`src/rtl/vptPkg.sv`:
```
package vptPkg;

  typedef struct packed {
    logic capReq;  // latch index, offset and write flag
    logic capEnt;  // latch the entry returned by table memory
  } vptStrobeT;

  typedef enum logic [2:0] {
    ST_IDLE  = 3'd0,
    ST_READ  = 3'd1,
    ST_EVAL  = 3'd2,
    ST_WBACK = 3'd3,
    ST_FIN   = 3'd4
  } vptStateT;

endpackage

```
`src/rtl/vptDatapath.sv`:
```
module vptDatapath
  import vptPkg::*;
#(
  parameter int VA_W    = 32,
  parameter int OFF_W   = 14,
  parameter int TBL_AW  = 18,
  parameter int LOC_W   = 18,
  parameter int FRAME_W = 10
) (
  input  logic                     clk,
  input  logic                     rstN,
  input  vptStrobeT                stb,
  input  logic [VA_W-1:0]          reqAddr,
  input  logic [TBL_AW-1:0]        tblBase,
  input  logic [LOC_W+1:0]         memRdData,
  output logic                     rawValid,
  output logic                     rawDirty,
  output logic [TBL_AW-1:0]        memAddr,
  output logic [LOC_W+1:0]         memWrData,
  output logic [FRAME_W+OFF_W-1:0] physAddr,
  output logic                     fault,
  output logic [LOC_W-1:0]         secPtr
);
  localparam int VPN_W   = VA_W - OFF_W;
  localparam int ENT_W   = LOC_W + 2;
  localparam int VAL_BIT = LOC_W + 1;
  localparam int DRT_BIT = LOC_W;

  logic [VPN_W-1:0]  vpn;
  logic [TBL_AW-1:0] idxSum;
  logic [TBL_AW-1:0] idxQ;
  logic [OFF_W-1:0]  offQ;
  logic [ENT_W-1:0]  entQ;

  assign vpn    = reqAddr[VA_W-1:OFF_W];
  assign idxSum = tblBase + TBL_AW'(vpn);

  always_ff @(posedge clk) begin
    if (!rstN) begin
      idxQ <= '0;
      offQ <= '0;
      entQ <= '0;
    end else begin
      if (stb.capReq) begin
        idxQ <= idxSum;
        offQ <= reqAddr[OFF_W-1:0];
      end
      if (stb.capEnt) entQ <= memRdData;
    end
  end

  // flags seen by control in the cycle the entry arrives
  assign rawValid = memRdData[VAL_BIT];
  assign rawDirty = memRdData[DRT_BIT];

  assign memAddr = idxQ;

  always_comb begin
    memWrData          = entQ;
    memWrData[DRT_BIT] = 1'b1;
  end

  assign physAddr = {entQ[FRAME_W-1:0], offQ};
  assign fault    = ~entQ[VAL_BIT];
  assign secPtr   = entQ[LOC_W-1:0];

endmodule

```
`src/rtl/vptControl.sv`:
```
module vptControl
  import vptPkg::*;
(
  input  logic      clk,
  input  logic      rstN,
  input  logic      reqValid,
  input  logic      reqWrite,
  input  logic      rawValid,
  input  logic      rawDirty,
  output vptStrobeT stb,
  output logic      memRdEn,
  output logic      memWrEn,
  output logic      done,
  output logic      busy
);
  vptStateT state, nextState;
  logic     writeQ;

  always_ff @(posedge clk) begin
    if (!rstN) begin
      state  <= ST_IDLE;
      writeQ <= 1'b0;
    end else begin
      state <= nextState;
      if (stb.capReq) writeQ <= reqWrite;
    end
  end

  always_comb begin
    nextState = state;
    stb       = '0;
    memRdEn   = 1'b0;
    memWrEn   = 1'b0;
    done      = 1'b0;
    unique case (state)
      ST_IDLE: begin
        if (reqValid) begin
          stb.capReq = 1'b1;
          nextState  = ST_READ;
        end
      end
      ST_READ: begin
        memRdEn   = 1'b1;
        nextState = ST_EVAL;
      end
      ST_EVAL: begin
        stb.capEnt = 1'b1;
        nextState  = (rawValid && writeQ && !rawDirty) ? ST_WBACK : ST_FIN;
      end
      ST_WBACK: begin
        memWrEn   = 1'b1;
        nextState = ST_FIN;
      end
      ST_FIN: begin
        done      = 1'b1;
        nextState = ST_IDLE;
      end
      default: nextState = ST_IDLE;
    endcase
  end

  assign busy = (state != ST_IDLE);

endmodule

```
`src/rtl/vpageTranslator.sv`:
```
module vpageTranslator
  import vptPkg::*;
#(
  parameter int VA_W    = 32,
  parameter int OFF_W   = 14,
  parameter int TBL_AW  = 18,
  parameter int LOC_W   = 18,
  parameter int FRAME_W = 10
) (
  input  logic                     clk,
  input  logic                     rstN,
  input  logic                     reqValid,
  input  logic [VA_W-1:0]          reqAddr,
  input  logic                     reqWrite,
  input  logic [TBL_AW-1:0]        tblBase,
  output logic                     busy,
  output logic                     memRdEn,
  output logic                     memWrEn,
  output logic [TBL_AW-1:0]        memAddr,
  output logic [LOC_W+1:0]         memWrData,
  input  logic [LOC_W+1:0]         memRdData,
  output logic                     done,
  output logic                     fault,
  output logic [FRAME_W+OFF_W-1:0] physAddr,
  output logic [LOC_W-1:0]         secPtr
);
  vptStrobeT stb;
  logic      rawValid;
  logic      rawDirty;

  vptControl uCtrl (
    .clk      (clk),
    .rstN     (rstN),
    .reqValid (reqValid),
    .reqWrite (reqWrite),
    .rawValid (rawValid),
    .rawDirty (rawDirty),
    .stb      (stb),
    .memRdEn  (memRdEn),
    .memWrEn  (memWrEn),
    .done     (done),
    .busy     (busy)
  );

  vptDatapath #(
    .VA_W    (VA_W),
    .OFF_W   (OFF_W),
    .TBL_AW  (TBL_AW),
    .LOC_W   (LOC_W),
    .FRAME_W (FRAME_W)
  ) uDp (
    .clk       (clk),
    .rstN      (rstN),
    .stb       (stb),
    .reqAddr   (reqAddr),
    .tblBase   (tblBase),
    .memRdData (memRdData),
    .rawValid  (rawValid),
    .rawDirty  (rawDirty),
    .memAddr   (memAddr),
    .memWrData (memWrData),
    .physAddr  (physAddr),
    .fault     (fault),
    .secPtr    (secPtr)
  );

endmodule

```
`config.mk`:
```
export PLATFORM = sky130hd
export DESIGN_NAME = vpageTranslator
export DESIGN_NICKNAME = d
export VERILOG_FILES = /design/src/rtl/vptPkg.sv /design/src/rtl/vptDatapath.sv /design/src/rtl/vptControl.sv /design/src/rtl/vpageTranslator.sv
export SDC_FILE = /design/constraint.sdc
export NUM_CORES = 1
export LEC_CHECK = 0
export CORE_AREA = 3 3 99 101
export DETAILED_ROUTE_END_ITERATION = 6
export DIE_AREA = 0 0 102 104
export PLACE_DENSITY = 0.75
export SYNTH_ARGS = -nofsm -noshare
export SYNTH_HDL_FRONTEND = slang
export SYNTH_HIERARCHICAL = 1
export SYNTH_SLANG_ARGS = --single-unit
```
`constraint.sdc`:
```
create_clock -name clk -period 4.52 [get_ports clk]
set_input_delay 0.904 -clock clk [delete_from_list [all_inputs] [get_ports clk]]
set_output_delay 0.904 -clock clk [all_outputs]
set_load 0.01 [all_outputs]
```
==> run_results.csv <==
group,metric,value,unit
outcome,status,"completed",
routing,drt_wl_total,8460,um
placed_design,post_dp_cell_area,4670,um2
power,peakVddDrop,0.140,mV
logic_synthesis,yosysMostFrequentCell,"dfxtp_1",
logic_synthesis,avgSynthCellArea,9.26,um2
finish,final_nets,562,
clocking,h-tree-depth,2,
timing,rsz0062_at_grt,"no",
power,intPower,0.000853,W
setup_path,worstPathMaxFanout,3,
placed_design,port_buffers,157,
routing,routedWlPerCell,14.5,um
setup_path,path_buf_inv,2,
clocking,holdBufCountCts,0,
clocking,cts_buffers,5,
logic_synthesis,synth_top_area_share,34.3,%
clocking,cts_tree,"yes",
power,p_clk_share,22.8,%
power,p_per_area,254,nW/um2
finish,stdcell_area,4760,um2
finish,diodes,0,
logic_synthesis,syn_nets,439,
power,switching_share,29.3,%
timing,holdWs,0.467,ns
finish,fill_cells,845,
logic_synthesis,ys_seq_area_share,34.3,%
logic_synthesis,synthTopCellsByArea,"dfxtp_1, mux2i_1, nor2b_1, buf_4, ha_1",
logic_synthesis,synth_largest_area_cell,"dfxtp_1",
logic_synthesis,yosys_register_bits,55,
finish,drive_above_1_share,5.10,%
routing,drt_iter0_drc,141,
routing,vias,2870,
grt,grt_util_all_layers,15.5,%
clocking,clkTransAtPathRegs,0.10,ns
grt,grt_pass1_wl,13500,um
logic_synthesis,synth_flop_cell,"dfxtp_1",
power,comb_power_share,32.3,%
timing,drv_slew,0,
routing,drc_errors,0,
timing,finalHoldViolCount,0,
timing,worst_pin_slew,0.639,ns
power,power.leakage,1.76,nW
timing,maxSlewHeadroom,57.3,%
timing,min_period,2.91,ns
setup_path,crit_path_start_kind,"input pin",
job,cap_violations,0,
floorplanning,die_x,102,um
timing,skew,0.0144,ns
placed_design,place_congestion,0.886,
clocking,postCtsSetupRepairBufs,0,
timing,setup_tns,0,ns
logic_synthesis,ys_top_cells_by_count,"dfxtp_1, nor2b_1, mux2i_1, buf_4, nand2_1",
routing,dr.pass1.iters,5,
grt,grt.overflow.total,0,
setup_path,slowest_stage,"clkdlybuf4s50_1",
clocking,cts_buffer_depth,2,
timing,fin_crit_sh,64.4,%
floorplanning,die_y,104,um
setup_path,worstPathRequired,4.71,ns
routing,ant_nets,0,
clocking,cts_sinks,55,
setup_path,arrival,3.10,ns
placed_design,place_hpwl,6630,um
floorplanning,core_area,9110,um2
clocking,cts_resized,0,
setup_path,slowest_delay,0.47,ns
grt,antenna_found_initial,0,
logic_synthesis,yosys_warnings,6,
clocking,cts-root-buf,"clkbuf_8",
logic_synthesis,yosys.cell_types.count,53,
setup_path,path_cells,"clkdlybuf4s50_1 > ha_1 > inv_1 > fa_1 > nor2b_4 > o31a_1 > o2111ai_2 > nand2_2 > nor3_1 > or3_1",
logic_synthesis,synth_area,3210,um2
hold_path,hold_path_class,"reg2reg",
finish,synthToLayoutAreaGrowth,48.2,%
floorplanning,rows,35,
setup_path,worstSetupPathType,"in2reg",
routing,viasPerCell,4.93,
floorplanning,start_util,35.3,%
grt,grt_max_degree,39,
grt,grt_pass1_vias,2661,
setup_path,critPathCaptureType,"register",
setup_path,crit_family,"simple AND/OR/NAND/NOR gates",
floorplanning,dieArea,10600,um2
power,p_switching,0.000354,W
floorplanning,ios,159,
timing,finalSetupViolCount,0,
logic_synthesis,synth_edf_count,0,
timing,clock.fmax,344,MHz
logic_synthesis,syn_inst,347,
clocking,clk_latency,0.31,ns
power,pwr-share-seq,44.9,%
logic_synthesis,async_reset_ff_share,0,%
[layout make-up]
class                           count  area [um2]  area share, %
Clock buffer                        6        72.6           1.52
Clock inverter                      2        17.5          0.368
Inverter                            8        30.0          0.630
Multi-Input combinational cell    240        1810           38.0
Sequential cell                    55        1100           23.1
Tap cell                          111         139           2.92
Timing Repair Buffer              160        1590           33.5
[path summary, 6_finish.rpt]
check	from	end	depth (start not counted)	slack, ns
worst min register to register	uCtrl/writeQ	uCtrl/writeQ	2	0.47
worst min-delay path	uCtrl/writeQ	uCtrl/writeQ	2	0.47
worst max register to register	uCtrl/state[1]	uDp/memAddr[17]	5	2.39
worst max-delay path	reqAddr[14]	uDp/memAddr[16]	10	1.61
[power groups by stage]
stage                     sequential (W)  clock, W  combinational [W]
after floorplan                 0.000564         0           0.000200
after global placement          0.000552         0           0.000384
after detailed placement        0.000553         0           0.000389
after CTS                       0.000543  0.000289           0.000391
after global routing            0.000547  0.000311           0.000425
final                           0.000542  0.000276           0.000390
[flip-flops by register name, indices dropped and copies added (netlist names)]
name / count
uCtrl/state: 3
uDp/memAddr: 18
uDp/offQ: 14
uDp/entQ: 19
uCtrl/writeQ: 1
[cell families (layout without fill, tap and decap cells)]
logic type,count (synthesis),in the layout,share of synthesized area (%)
and+or+nand+nor,107,107,19.5
adders and majority gates,18,18,7.24
other,1,1,0.117
buffers and inverters,52,176,9.89
AOI/OAI and AO/OA,60,60,12.6
DFF,55,55,34.3
muxes,41,41,12.8
xor gates and xnor gates,13,13,3.54
[worst reg2reg max path: stages (launching register included)]
cell	delay, ns
dfxtp_1	0.40
nor4b_4	0.29
buf_4	0.42
nand2_1	0.37
a2111oi_0	0.41
a22o_1	0.18
[layer usage]
layer	vias to the layer above	part of all wire [%]	global-route usage, %
met5	-	0	0
met4	0	0.72	3.37
met3	4	7.3	2.88
met2	114	50	26.2
met1	1330	42	20.3
li1	1422	-	-
[per-stage QoR]
stage / total power, W / utilization, % / cells / worst slack [ns]
3_5_place_dp: 0.000942 / 51.3 / 574 / 1.30
6_report: 0.00121 / 52.3 / 582 / 1.61
3_3_place_gp: 0.000936 / 51.3 / 574 / 1.38
5_1_grt: 0.00128 / 52.3 / 582 / 1.48
4_1_cts: 0.00122 / 52.3 / 582 / 1.61
2_1_floorplan: 0.000764 / - / 347 / 1.93
[layout by cell type, fill, tap and decap left out, types with 3 or more instances in the layout]
cell type,n
a21o_1,3
a21oi_1,11
a21oi_2,3
and2_1,4
buf_4,3
clkbuf_8,5
clkdlybuf4s50_1,157
dfxtp_1,55
ha_1,17
inv_1,8
mux2i_1,40
nand2_1,22
nand3_1,3
nand3b_1,5
nor2_1,9
nor2b_1,42
nor3_1,4
o21a_1,4
o21ai_0,18
o21bai_1,3
or3_1,3
xnor2_1,10
xor2_1,3
(Power assumes the default switching activity.)
